## config.mk

```make
export PLATFORM = sky130hd
export DESIGN_NAME = dp_alu
export DESIGN_NICKNAME = d
export VERILOG_FILES = /design/src/rtl/dp_alu_pkg.sv /design/src/rtl/dp_alu_bitwise.sv /design/src/rtl/dp_alu_addsub.sv /design/src/rtl/dp_alu_zero_det.sv /design/src/rtl/dp_alu.sv
export SDC_FILE = /design/constraint.sdc
export NUM_CORES = 1
export LEC_CHECK = 0
export ABC_AREA = 1
export ABC_CLOCK_PERIOD_IN_PS = 12700
export BUFFER_PORTS_ARGS = -buffer_cell sky130_fd_sc_hd__buf_2
export CORE_MARGIN = 5
export CORE_UTILIZATION = 35
export DETAILED_ROUTE_END_ITERATION = 7
export PLACE_DENSITY = 0.55
export SYNTH_ARGS = -nofsm -noshare
export SYNTH_HDL_FRONTEND = slang
export SYNTH_SLANG_ARGS = --single-unit
```

## constraint.sdc

```tcl
create_clock -name vclk -period 12.7
set_input_delay 0.635 -clock vclk [all_inputs]
set_output_delay 0.635 -clock vclk [all_outputs]
set_load 0.03 [all_outputs]
```

## src/rtl/dp_alu_pkg.sv

```systemverilog
package dp_alu_pkg;

   typedef enum logic [3:0] {
      OP_AND   = 4'b0000,
      OP_OR    = 4'b0001,
      OP_ADD   = 4'b0010,
      OP_SUB   = 4'b0110,
      OP_PASSB = 4'b0111,
      OP_NOR   = 4'b1100
   } alu_op_e;

   localparam int unsigned OP_W = 4;

   // adder build variants
   localparam int unsigned ADD_FLAT   = 0;
   localparam int unsigned ADD_CSELECT = 1;

endpackage

```

## src/rtl/dp_alu_bitwise.sv

```systemverilog
module dp_alu_bitwise #(
   parameter int unsigned DATA_W = 64
) (
   input  logic [DATA_W-1:0] lhs,
   input  logic [DATA_W-1:0] rhs,
   output logic [DATA_W-1:0] and_v,
   output logic [DATA_W-1:0] or_v,
   output logic [DATA_W-1:0] nor_v
);

   generate
      for (genvar i = 0; i < DATA_W; i++) begin : g_bit
         assign and_v[i] = lhs[i] & rhs[i];
         assign or_v[i]  = lhs[i] | rhs[i];
         assign nor_v[i] = ~(lhs[i] | rhs[i]);
      end
   endgenerate

endmodule

```

## src/rtl/dp_alu_addsub.sv

```systemverilog
module dp_alu_addsub #(
   parameter int unsigned DATA_W    = 64,
   parameter int unsigned ADD_STYLE = 1,
   parameter int unsigned SEG_W     = 16
) (
   input  logic              subtract,
   input  logic [DATA_W-1:0] lhs,
   input  logic [DATA_W-1:0] rhs,
   output logic [DATA_W-1:0] sum
);

   logic [DATA_W-1:0] rhs_eff;

   assign rhs_eff = subtract ? ~rhs : rhs;

   generate
      if (ADD_STYLE == dp_alu_pkg::ADD_FLAT) begin : g_flat
         assign sum = lhs + rhs_eff + {{(DATA_W-1){1'b0}}, subtract};
      end else begin : g_csel
         localparam int unsigned NSEG = DATA_W / SEG_W;

         if (DATA_W % SEG_W != 0) begin : g_bad_seg
            $error("dp_alu_addsub: DATA_W must be a multiple of SEG_W");
         end

         logic [NSEG:0] seg_cy;
         assign seg_cy[0] = subtract;

         for (genvar s = 0; s < NSEG; s++) begin : g_seg
            logic [SEG_W:0] pre0;
            logic [SEG_W:0] pre1;
            assign pre0 = {1'b0, lhs[s*SEG_W +: SEG_W]} + {1'b0, rhs_eff[s*SEG_W +: SEG_W]};
            assign pre1 = {1'b0, lhs[s*SEG_W +: SEG_W]} + {1'b0, rhs_eff[s*SEG_W +: SEG_W]}
                          + {{SEG_W{1'b0}}, 1'b1};
            assign sum[s*SEG_W +: SEG_W] = seg_cy[s] ? pre1[SEG_W-1:0] : pre0[SEG_W-1:0];
            assign seg_cy[s+1]           = seg_cy[s] ? pre1[SEG_W] : pre0[SEG_W];
         end
      end
   endgenerate

endmodule

```

## src/rtl/dp_alu_zero_det.sv

```systemverilog
module dp_alu_zero_det #(
   parameter int unsigned DATA_W  = 64,
   parameter int unsigned CHUNK_W = 8
) (
   input  logic [DATA_W-1:0] vec,
   output logic              all_clear
);

   localparam int unsigned NCHUNK = (DATA_W + CHUNK_W - 1) / CHUNK_W;
   localparam int unsigned PAD_W  = NCHUNK * CHUNK_W;

   logic [PAD_W-1:0]  padded;
   logic [NCHUNK-1:0] chunk_hot;

   assign padded = PAD_W'(vec);

   generate
      for (genvar c = 0; c < NCHUNK; c++) begin : g_chunk
         assign chunk_hot[c] = |padded[c*CHUNK_W +: CHUNK_W];
      end
   endgenerate

   assign all_clear = ~|chunk_hot;

endmodule

```

## src/rtl/dp_alu.sv

```systemverilog
module dp_alu #(
   parameter int unsigned DATA_W    = 64,
   parameter int unsigned ADD_STYLE = 1,
   parameter int unsigned SEG_W     = 16,
   parameter int unsigned CHUNK_W   = 8
) (
   input  logic [3:0]        op_code,
   input  logic [DATA_W-1:0] opnd_a,
   input  logic [DATA_W-1:0] opnd_b,
   output logic [DATA_W-1:0] result,
   output logic              zero
);

   import dp_alu_pkg::*;

   generate
      if (DATA_W < 2) begin : g_bad_width
         $error("dp_alu: DATA_W must be at least 2");
      end
      if (ADD_STYLE > ADD_CSELECT) begin : g_bad_style
         $error("dp_alu: unknown ADD_STYLE");
      end
      if (CHUNK_W == 0 || SEG_W == 0) begin : g_bad_grain
         $error("dp_alu: CHUNK_W and SEG_W must be non-zero");
      end
   endgenerate

   logic [DATA_W-1:0] and_v;
   logic [DATA_W-1:0] or_v;
   logic [DATA_W-1:0] nor_v;
   logic [DATA_W-1:0] arith_v;
   logic              do_sub;

   assign do_sub = (op_code == OP_SUB);

   dp_alu_bitwise #(.DATA_W(DATA_W)) u_bitwise (
      .lhs   (opnd_a),
      .rhs   (opnd_b),
      .and_v (and_v),
      .or_v  (or_v),
      .nor_v (nor_v)
   );

   dp_alu_addsub #(
      .DATA_W    (DATA_W),
      .ADD_STYLE (ADD_STYLE),
      .SEG_W     (SEG_W)
   ) u_addsub (
      .subtract (do_sub),
      .lhs      (opnd_a),
      .rhs      (opnd_b),
      .sum      (arith_v)
   );

   always_comb begin
      unique case (op_code)
         OP_AND:   result = and_v;
         OP_OR:    result = or_v;
         OP_ADD:   result = arith_v;
         OP_SUB:   result = arith_v;
         OP_PASSB: result = opnd_b;
         OP_NOR:   result = nor_v;
         default:  result = '0;
      endcase
   end

   dp_alu_zero_det #(
      .DATA_W  (DATA_W),
      .CHUNK_W (CHUNK_W)
   ) u_zero (
      .vec       (result),
      .all_clear (zero)
   );

   // checks on the assembled outputs
   always_comb begin
      if (op_code == OP_AND)
         p_and_subset_r1: assert (((result & ~opnd_a) | (result & ~opnd_b)) == '0)
            else $error("AND result has bits outside an operand");
      if (op_code == OP_OR)
         p_or_cover_r2: assert ((result & (opnd_a | opnd_b)) == (opnd_a | opnd_b))
            else $error("OR result misses an operand bit");
      if (op_code == OP_ADD)
         p_add_inverse_r3: assert (result - opnd_b == opnd_a)
            else $error("ADD result inconsistent with operands");
      if (op_code == OP_SUB)
         p_sub_inverse_r4: assert (result + opnd_b == opnd_a)
            else $error("SUB result inconsistent with operands");
      if (op_code == OP_PASSB)
         p_passb_copy_r5: assert (result == opnd_b)
            else $error("pass mode does not forward second operand");
      if (op_code == OP_NOR)
         p_nor_disjoint_r6: assert ((result & (opnd_a | opnd_b)) == '0)
            else $error("NOR result overlaps an operand bit");
      if (!(op_code inside {OP_AND, OP_OR, OP_ADD, OP_SUB, OP_PASSB, OP_NOR}))
         p_unused_clear_r7: assert (result == '0)
            else $error("unused code produced non-zero result");
      p_zero_flag_r8: assert (zero == (result == '0))
         else $error("zero flag disagrees with result");
   end

endmodule

```

==> impl_metrics.yaml <==
power:
  switching_share: 0.683
  power.density_nw_per_um2: 62.4
  power_frac_comb: 1.000
  p_int_w: 0.000199
  power.share.sequential: 0
  clock_power_share: 0
  p_leak_nw: 5.74
  ir_drop_mv: 0.0260
  switching_power_w: 0.000429
routing:
  wire_per_inst_um: 14.9
  wirelength_um: 32700
  ant_nets: 0
  drt_first_pass_iters: 5
  drtIter0Drc: 674
  vias_per_cell: 5.17
  vias: 11313
  drc: 0
flow_run:
  maxCapViolCount: 0
floorplanning:
  io_pins: 197
  die_x_um: 169
  rows: 58
  start_util: 0.352
  dieHeight_um: 169
  dieArea_um2: 28400
  core_area_um2: 25000
sta:
  finalMaxSlewViolations: 0
  timing.final.crit_period_ps: 6700
  setup_viol: 0
  rsz0062_at_grt: "false"
  hold_viol_final: 0
  fmax_mhz: 149
  maxSlewHeadroom: 0.290
  setup_tns_ps: 0
  worst_pin_slew_ps: 1070
  period_share: 0.527
cts:
  cts_resized: 0
  hold_buffers: 0
  post-cts-setup-buffers: 0
grt:
  grt_max_degree: 61
  grtUsageTotal: 0.217
  antenna_found_initial: 1
  grt_pass1_vias: 10555
  grt-ovfl-total: 0
  grt_pass1_wl_um: 52600
placement:
  place.detailed.hpwl_um: 26700
  dp.cells: 2190
  gp_congestion: 0.931
  port_buffers: 197
setup_path:
  critPathCaptureType: "primary output"
  start_kind: "primary input"
  crit_type: "in2out"
  cp.required_ps: 12060
  worstPathMaxFanout: 58
  crit_arrival_ps: 6060
finish:
  antennaDiodeCount: 0
  final_core_util: 0.404
  finalNetCount: 2068
  final_common_cell: "nand2_1"
  area_growth_pct: 14.5
  register_area_um2: 0
  seq_cell_count: 0
  drive_gt1_frac: 0.132
  fin_cells: 2190
  mostFrequentLayoutCells: "nand2_1 (517), inv_1 (275), buf_2 (197), nor2_1 (176), nand3_1 (173)"
  nClkBuffers: 0
synth:
  netlist_instances: 1701
  netlist_area_um2: 8800
  synth_nets: 1907
  ys_types: 48
  synth_top_cell_area_share: 0.221
  synth_area_leader_cell: "nand2_1"
  avgSynthCellArea_um2: 5.17
  synth_area_leaders: "nand2_1 (22%), inv_1 (12%), ha_1 (10%)"
  ys_warn_count: 0
  ys_seq_area_frac: 0
run_status:
  outcome: "finished, final reports clean"
min_path:
  hold_path_depth: 4
  hold_path_class: "in2out"
[synthesized netlist by cell type (3+ instances only)]
cell       number
fa_1            4
nor2_1        177
o221ai_1        4
nand3_1       173
clkbuf_1       28
o211ai_1       24
xor2_1         91
nand2_2         6
buf_1           8
o21ai_1         4
nor3_1         54
a311oi_1       33
a21o_1          4
ha_1           70
inv_2           5
and2_1          7
o21bai_1        3
inv_1         275
xnor2_1        14
buf_2           3
nand3_2         7
nand2_4         3
a31oi_1         7
nand2_1       518
o21ai_0        34
nand4_1        35
o2111ai_1      15
nand3b_1        8
a21oi_1        53
buf_4           4
nor2_2          4
[logic make-up after synthesis]
group                    after synthesis  synth area share
adder cells (fa/ha/maj)               74             0.109
buffers and inverters                326             0.143
AO/OA/AOI/OAI                        189             0.142
AND/OR/NAND/NOR                     1005             0.498
XOR/XNOR                             107             0.108
[per-layer routing]
| metal | routed length (um) | track usage |
|---|---|---|
| met5 | 20 | 0 |
| met3 | 1900 | 0.0133 |
| met1 | 15700 | 0.306 |
| met2 | 14800 | 0.378 |
| met4 | 304 | 0.0205 |
[worst max-delay path, cell delays in order]
cell     delay [ps]
buf_2            70
buf_4           330
nor2_1          150
nand2_4         170
buf_4           740
xor2_1          150
ha_1            270
fa_1            430
xor2_1          300
inv_1           100
nor3_1          470
nand2_1         210
nor2_1          270
nand2_1         110
nor2_1          150
xor2_1          160
nand3_1          90
nand3_1         120
nand2_1          90
nor2_1           90
and2_1          120
nand2_1         110
nor2_1          160
nand3_1          90
nor2_1          100
buf_2           210
[per-stage QoR]
stage	setup WS [ps]	total power, W	cell area (um2)	hold WS, ps
floorplan	6600	0.000464	8800	1500
global placement	6120	0.000621	10100	1710
detailed placement	5980	0.000623	10100	1710
CTS	5960	0.000626	10100	1710
global route	5470	0.000704	10100	1740
finish	6000	0.000628	10100	1710
[power by group through the flow]
stage / registers [W] / clock network (W) / logic (W)
CTS: 0 / 0 / 0.000626
floorplan: 0 / 0 / 0.000464
detailed placement: 0 / 0 / 0.000623
finish: 0 / 0 / 0.000628
global route: 0 / 0 / 0.000704
global placement: 0 / 0 / 0.000621
[path summary, 6_finish.rpt]
| kind | startpoint | end | slack, ps |
|---|---|---|---|
| worst max-delay path | op_code[0] | zero | 6000 |
| worst min-delay path | opnd_b[1] | result[1] | 1710 |
[cell type report]
class,count,area [um2]
well taps,330,413
inverters,281,1050
repair buffers,204,1040
multi-input cells,1375,7570
fillers,2877,14900
Note: power is estimated with default switching activity, not from simulation.
